### src/rtl/useq_ctrl.sv
module useq_ctrl #(
  parameter int UPC_W  = 4,
  parameter int OP_W   = 3,
  parameter int STRB_W = 12
) (
  input  logic              clk,
  input  logic              rst,
  input  logic [OP_W-1:0]   op_cls,
  input  logic              eq_flag,
  output logic [UPC_W-1:0]  upc,
  output logic [STRB_W-1:0] strb
);

  localparam logic [UPC_W-1:0] S_FETCH = UPC_W'(0);
  localparam logic [UPC_W-1:0] S_DEC   = UPC_W'(1);
  localparam logic [UPC_W-1:0] S_BNE   = UPC_W'(2);
  localparam logic [UPC_W-1:0] S_BEQ   = UPC_W'(3);
  localparam logic [UPC_W-1:0] S_REX   = UPC_W'(4);
  localparam logic [UPC_W-1:0] S_RWB   = UPC_W'(5);
  localparam logic [UPC_W-1:0] S_OEX   = UPC_W'(6);
  localparam logic [UPC_W-1:0] S_OWB   = UPC_W'(7);
  localparam logic [UPC_W-1:0] S_LADR  = UPC_W'(8);
  localparam logic [UPC_W-1:0] S_LMEM  = UPC_W'(9);
  localparam logic [UPC_W-1:0] S_LWB   = UPC_W'(10);
  localparam logic [UPC_W-1:0] S_SADR  = UPC_W'(11);
  localparam logic [UPC_W-1:0] S_SMEM  = UPC_W'(12);

  localparam logic [OP_W-1:0] C_RR  = OP_W'(0);
  localparam logic [OP_W-1:0] C_ORI = OP_W'(1);
  localparam logic [OP_W-1:0] C_LD  = OP_W'(2);
  localparam logic [OP_W-1:0] C_ST  = OP_W'(3);
  localparam logic [OP_W-1:0] C_BR  = OP_W'(4);

  localparam int B_IR = 0, B_OPND = 1, B_FUN = 2, B_OR = 3, B_ADD = 4, B_MRD = 5,
                 B_MWR = 6, B_WRD = 7, B_WRTA = 8, B_WRTM = 9, B_PCSQ = 10, B_PCBR = 11;

  typedef enum logic [1:0] {ACT_ZERO, ACT_INC, ACT_LOAD} act_t;

  act_t             act;
  logic [UPC_W-1:0] map_tgt;
  logic [UPC_W-1:0] upc_nxt;

  function automatic logic [UPC_W-1:0] map_lookup(input logic [OP_W-1:0] c, input logic tk);
    case (c)
      C_RR:    return S_REX;
      C_ORI:   return S_OEX;
      C_LD:    return S_LADR;
      C_ST:    return S_SADR;
      C_BR:    return tk ? S_BEQ : S_BNE;
      default: return S_FETCH;
    endcase
  endfunction

  assign map_tgt = map_lookup(op_cls, eq_flag);

  always_comb begin
    case (upc)
      S_FETCH, S_REX, S_OEX, S_LADR, S_LMEM, S_SADR: act = ACT_INC;
      S_DEC:                                          act = ACT_LOAD;
      default:                                        act = ACT_ZERO;
    endcase
  end

  always_comb begin
    case (act)
      ACT_INC:  upc_nxt = upc + UPC_W'(1);
      ACT_LOAD: upc_nxt = map_tgt;
      default:  upc_nxt = S_FETCH;
    endcase
  end

  always_ff @(posedge clk) begin
    if (rst) upc <= S_FETCH;
    else     upc <= upc_nxt;
  end

  always_comb begin
    strb = '0;
    case (upc)
      S_FETCH: strb[B_IR]   = 1'b1;
      S_DEC:   strb[B_OPND] = 1'b1;
      S_REX:   strb[B_FUN]  = 1'b1;
      S_RWB:   begin strb[B_WRD]  = 1'b1; strb[B_PCSQ] = 1'b1; end
      S_OEX:   strb[B_OR]   = 1'b1;
      S_OWB:   begin strb[B_WRTA] = 1'b1; strb[B_PCSQ] = 1'b1; end
      S_LADR:  strb[B_ADD]  = 1'b1;
      S_LMEM:  strb[B_MRD]  = 1'b1;
      S_LWB:   begin strb[B_WRTM] = 1'b1; strb[B_PCSQ] = 1'b1; end
      S_SADR:  strb[B_ADD]  = 1'b1;
      S_SMEM:  begin strb[B_MWR]  = 1'b1; strb[B_PCSQ] = 1'b1; end
      S_BNE:   strb[B_PCSQ] = 1'b1;
      S_BEQ:   strb[B_PCBR] = 1'b1;
      default: strb = '0;
    endcase
  end

  AST_RESET_TO_FETCH: assert property (@(posedge clk) rst |=> upc == S_FETCH);
  AST_FETCH_TO_DECODE: assert property (@(posedge clk) disable iff (rst)
    upc == S_FETCH |=> upc == S_DEC);
  AST_BRANCH_PICK: assert property (@(posedge clk) disable iff (rst)
    (upc == S_DEC && op_cls == C_BR) |=> upc == ($past(eq_flag) ? S_BEQ : S_BNE));
  AST_UNKNOWN_REFETCH: assert property (@(posedge clk) disable iff (rst)
    (upc == S_DEC && op_cls > C_BR) |=> upc == S_FETCH);
  AST_PC_STEP_ENDS: assert property (@(posedge clk) disable iff (rst)
    (strb[B_PCSQ] || strb[B_PCBR]) |=> upc == S_FETCH);
  AST_MEM_BUS_ONE: assert property (@(posedge clk) disable iff (rst)
    $onehot0({strb[B_IR], strb[B_MRD], strb[B_MWR]}));
  AST_REG_WR_ONE: assert property (@(posedge clk) disable iff (rst)
    $onehot0({strb[B_WRD], strb[B_WRTA], strb[B_WRTM]}));
  AST_ALU_ONE: assert property (@(posedge clk) disable iff (rst)
    $onehot0({strb[B_FUN], strb[B_OR], strb[B_ADD]}));
  AST_PC_ONE: assert property (@(posedge clk) disable iff (rst)
    $onehot0({strb[B_PCSQ], strb[B_PCBR]}));

endmodule

### config.mk
export PLATFORM = sky130hd
export DESIGN_NAME = useq_ctrl
export DESIGN_NICKNAME = d
export VERILOG_FILES = /design/src/rtl/useq_ctrl.sv
export SDC_FILE = /design/constraint.sdc
export NUM_CORES = 1
export LEC_CHECK = 0
export ABC_CLOCK_PERIOD_IN_PS = 3400
export BUFFER_PORTS_ARGS = -buffer_cell sky130_fd_sc_hd__buf_4
export CAP_MARGIN = 20
export CORE_AREA = 2 2 39 41
export DETAILED_ROUTE_END_ITERATION = 8
export DIE_AREA = 0 0 41 43
export PLACE_DENSITY = 0.62
export SETUP_SLACK_MARGIN = 0.05
export SLEW_MARGIN = 5
export SYNTH_ARGS = -nofsm -noshare
export SYNTH_HDL_FRONTEND = slang
export SYNTH_SLANG_ARGS = --single-unit
### constraint.sdc
create_clock -name clk -period 3.4 [get_ports clk]
set_clock_uncertainty 0.05 [all_clocks]
set_input_delay 0.51 -clock clk [delete_from_list [all_inputs] [get_ports clk]]
set_output_delay 0.51 -clock clk [all_outputs]
set_load 0.02 [all_outputs]
# ---- Yosys cells after proc, flatten, opt, wreduce, memory -nomap -nowiden
# Cells that the tools add are included.
# Widths: inputs -> output; s select.
dict set report word_totals {
  ff_bits 4
  input_bits 6
  word_cells 41
}
dict set report op_classes {
  n_reduce_logical 5
  n_addsub 1
  mux 16
  n_eq_ne 18
}
# operator count
set op_table {}
lappend op_table {{$eq 4x4->1 const B} 5}
lappend op_table {{$pmux 4 s5} 1}
lappend op_table {{$eq 4x3->1 const B} 4}
lappend op_table {{$mux 1} 13}
lappend op_table {{$eq 4x2->1 const B} 2}
lappend op_table {{$pmux 4 s2} 1}
lappend op_table {{$eq 3x2->1 const B} 2}
lappend op_table {{$reduce_or 6->1} 1}
lappend op_table {{$reduce_or 5->1} 1}
lappend op_table {{$add 4x1->4 const B} 1}
lappend op_table {{$eq 4x1->1 const B} 1}
lappend op_table {{$logic_not 4->1} 1}
lappend op_table {{$pmux 2 s2} 1}
lappend op_table {{$eq 3x1->1 const B} 1}
lappend op_table {{$eq 3x3->1 const B} 1}
lappend op_table {{$logic_not 3->1} 1}
lappend op_table {{$eq 2x1->1 const B} 1}
lappend op_table {{$eq 2x2->1 const B} 1}
lappend op_table {{$reduce_or 2->1} 1}

# ---- Depth between registers and ports, before layout
dict set report depth {
  ltp_word 5
  depth_mapped 9
  mapped_depth_nobuf 9
}

# ---- Worst setup path before layout
# OpenSTA, ideal clock, no wires.
dict set report synth_path {
  path_kind {reg2reg}
  start {register upc[1]}
  end {register upc[3]}
  required_time_ns 3.276
  path_buffers 0
  period_less_slack_ns 2.109
  path_slack_ns 1.291
  setup_ns 0.074
  arrival_ns 1.985
  stages_incl_launch_ff 10
  cell_sequence {dfxtp_1 inv_1 ha_1 or2_1 a21oi_1 o22ai_1 ha_1 nor4bb_1 a32oi_1 o21ai_0}
}
dict set report synth_between {
  elab_chain_len 5
  word_cells_on_any_way 13
}
# item line_no
set synth_lines {}
lappend synth_lines {{start, declared} 10} ;# output logic [UPC_W-1:0] upc,
lappend synth_lines {{start signal, assigned} 74} ;# else upc <= upc_nxt;
lappend synth_lines {{$eq 4x4->1 (tied with other cells)} 57} ;# case (upc)
lappend synth_lines {{$reduce_or 6->1} 57}
lappend synth_lines {{$pmux 2 s2} 57}
lappend synth_lines {{$eq 2x2->1 or $eq 2x1->1 (tied branches)} 65} ;# case (act)
lappend synth_lines {{$pmux 4 s2 *} 65}
# Every way passes the cells marked *; elsewhere a longest branch is shown, timed or not.
# A chain may end at the register's enable or synchronous reset.

# ---- Worst setup path in the final report
dict set report layout_path {
  start {register upc[1]}
  end {output port strb[10]}
}
dict set report layout_between {
  elab_chain_len 3
  word_cells_on_any_way 7
}
# item line_no
set layout_lines {}
lappend layout_lines {{$eq 4x3->1 (tied with other cells)} 79} ;# case (upc)
lappend layout_lines {{$reduce_or 5->1 (no line) *} n/a}
lappend layout_lines {{$mux 1 *} 79}
lappend layout_lines {{end, declared} 11} ;# output logic [STRB_W-1:0] strb
# Marks and branches as above.

==> results.py <==
metrics = {
    "floorplan": {
        "die_h_microns": 43,
        "dieArea_sq_um": 1760,
        "start_util_pct": 32.6,
        "core.rowCount": 14,
        "dieWidth_microns": 41,
        "ios": 22,
        "core_area_sq_um": 1380,
    },
    "timing": {
        "tns_ns": 0,
        "fmax_mhz": 419,
        "grt_setup_unrepaired": "false",
        "fin_hold_ws_ns": 0.423,
        "maxSlewViolCount": 0,
        "hold_viol_final": 0,
        "setup_violations": 0,
        "post-route-period-util_pct": 70.3,
        "worstMarginPinSlew_ns": 0.419,
        "slew_headroom_pct": 72.0,
        "finalCriticalPeriod_ns": 2.39,
    },
    "global_routing": {
        "grt_max_degree": 14,
        "grt_pass1_wl_microns": 1480,
        "antenna_found_initial": 0,
        "grt_overflow_total": 0,
        "track_usage_pct": 11.9,
        "grt_pass1_vias": 358,
    },
    "power_and_ir_drop": {
        "p_comb_share_pct": 65.9,
        "pwr_density_cell_nw_per_um2": 589,
        "switching_power_uw": 169,
        "fin_total_pwr_uw": 379,
        "seq_power_share_pct": 19.0,
        "peakVddDrop_v": 0.000355,
        "power_frac_clock_pct": 15.1,
        "internal_power_uw": 210,
        "swShare_pct": 44.6,
        "p_leak_nw": 0.343,
    },
    "critical_path": {
        "start_kind": "flop",
        "required_ns": 2.84,
        "worst-path-max-fanout": 5,
        "critPathKind": "reg2out",
        "cp-end-kind": "output pin",
        "arrival_ns": 1.83,
    },
    "cells_and_area": {
        "final_cells": 93,
        "fillerInstances": 144,
        "largest_register": "upc",
        "mostFrequentLayoutCells": "buf_4, ha_1, inv_1, and2_1, dfxtp_1",
        "largestRegisters": "upc: 4 flops",
        "area_growth_pct": 42.4,
        "multiInputGateArea_sq_um": 348,
        "fin_nets": 91,
        "num_antenna_cells": 0,
        "utilization_pct": 46.5,
        "layout_commonest_cell": "buf_4",
        "largest_register_ffs": 4,
        "register_area_sq_um": 80.1,
        "drive_above_1_share_pct": 36.4,
    },
    "clocking": {
        "cts_resized": 0,
        "cts.htree.levels": 1,
        "post_cts_buffers": 0,
        "clockBufferDepth": 2,
        "root_buffer": "clkbuf_4",
        "cts_tree": "yes",
        "clkLatencyLatePin_ns": 0.23,
        "cts_made_buffers": 3,
        "clk_pin_slew_worst_paths_ns": 0.04,
        "hold_buffers": 0,
        "clkSinkCount": 4,
    },
    "routing": {
        "antenna_left": 0,
        "drc_errors": 0,
        "viasPerCell": 4.86,
        "wirelength_microns": 1020,
        "dr.first_iter.drc_count": 2,
        "vias": 452,
        "drt-pass1-iter-count": 2,
        "wl_per_cell_microns": 11.0,
    },
    "flow_run": {
        "drv_cap": 0,
    },
    "synthesis": {
        "ys_types": 29,
        "syn_area_sq_um": 452,
        "synth_top_cell_by_area": "dfxtp_1",
        "seq_area_frac_synth_pct": 17.7,
        "ys_ff_latch": 4,
        "synth_area_per_cell_sq_um": 8.21,
        "ys_warn_count": 0,
        "yosys.area.top_type_share_pct": 17.7,
        "synth_nets": 67,
        "synthTopCellsByArea": "dfxtp_1, ha_1, nor4bb_1, and3b_1, and2_1",
        "syn_inst": 55,
    },
    "place": {
        "port_buffers": 21,
        "place.gp.congestion": 0.732,
        "placed_cells": 90,
        "dp_hpwl_microns": 812,
    },
    "worst_hold_path": {
        "hp-class": "in2reg",
    },
    "outcome": {
        "outcome": "finished clean",
    },
}
## power groups by stage
stage               logic (mW)  clock network, mW  registers (mW)
global placement         0.249                  0          0.0728
finish                   0.249             0.0573          0.0720
CTS                      0.252             0.0603          0.0723
global route             0.278             0.0659          0.0738
detailed placement       0.251                  0          0.0730
floorplan                0.163                  0          0.0804
## worst paths after layout
kind | from | endpoint | slack (ns) | depth (start not counted)
setup / recovery | upc[1]$_SDFF_PP0_ | strb[10] | 1.01 | 6
hold / removal | rst | upc[2]$_SDFF_PP0_ | 0.42 | 2
setup reg to reg | upc[1]$_SDFF_PP0_ | upc[3]$_SDFF_PP0_ | 1.25 | 9
hold reg to reg | upc[1]$_SDFF_PP0_ | upc[3]$_SDFF_PP0_ | 0.53 | 2
## cell usage after synthesis (all sizes together)
library cell	number
and2	6
mux2	2
or2	1
nor3b	1
inv	4
ha	6
xor2	1
nor2	3
a22oi	1
and3	1
nor4bb	3
dfxtp	4
nand3	1
a221oi	1
buf	1
nand2	2
and3b	3
clkbuf	1
o22ai	1
nor3	2
a21boi	1
a21oi	2
o22a	1
nand3b	1
o21ai	2
nor2b	2
a32oi	1
## stage by stage
stage	setup slack, ns	area [sq um]
floorplan	1.29	452
global placement	1.30	621
detailed placement	1.26	621
CTS	1.00	643
global route	0.901	643
finish	1.01	643
## kinds of logic (layout without fill, tap and decap cells)
family                     after synthesis  count (layout)  synth area share, %
muxes                                    2               2                 5.82
xor gates and xnor gates                 1               1                 1.94
buffers and inverters                    6              28                 5.26
AOI/OAI and AO/OA                       10              10                 15.0
and+or+nand+nor                         26              26                 37.7
adders and majority gates                6               6                 16.6
DFF                                      4               4                 17.7
## worst max-delay path, cell delays in order, from the launching register on
cell and delay, ns:
dfxtp_1 0.38, inv_1 0.08, ha_1 0.22, or2_1 0.25
mux2_2 0.27, mux2_4 0.25, buf_4 0.15
## routing by layer
layer  wire length (microns)  vias to the layer above  track usage (%)
li1                        -                      246                -
met1                     475                      189             14.1
met2                     480                       17             20.6
met3                      64                        0             4.71
met4                       0                        0                0
met5                       0                        -                0
## area by class of cell
type                            instances  share of cell area (%)
Clock buffer                            3                    3.50
Inverter                                4                    2.33
Multi-Input combinational cell         45                    54.1
Sequential cell                         4                    12.5
Tap cell                               16                    3.11
Timing Repair Buffer                   21                    24.5
Note: power is estimated with default switching activity, not from simulation.
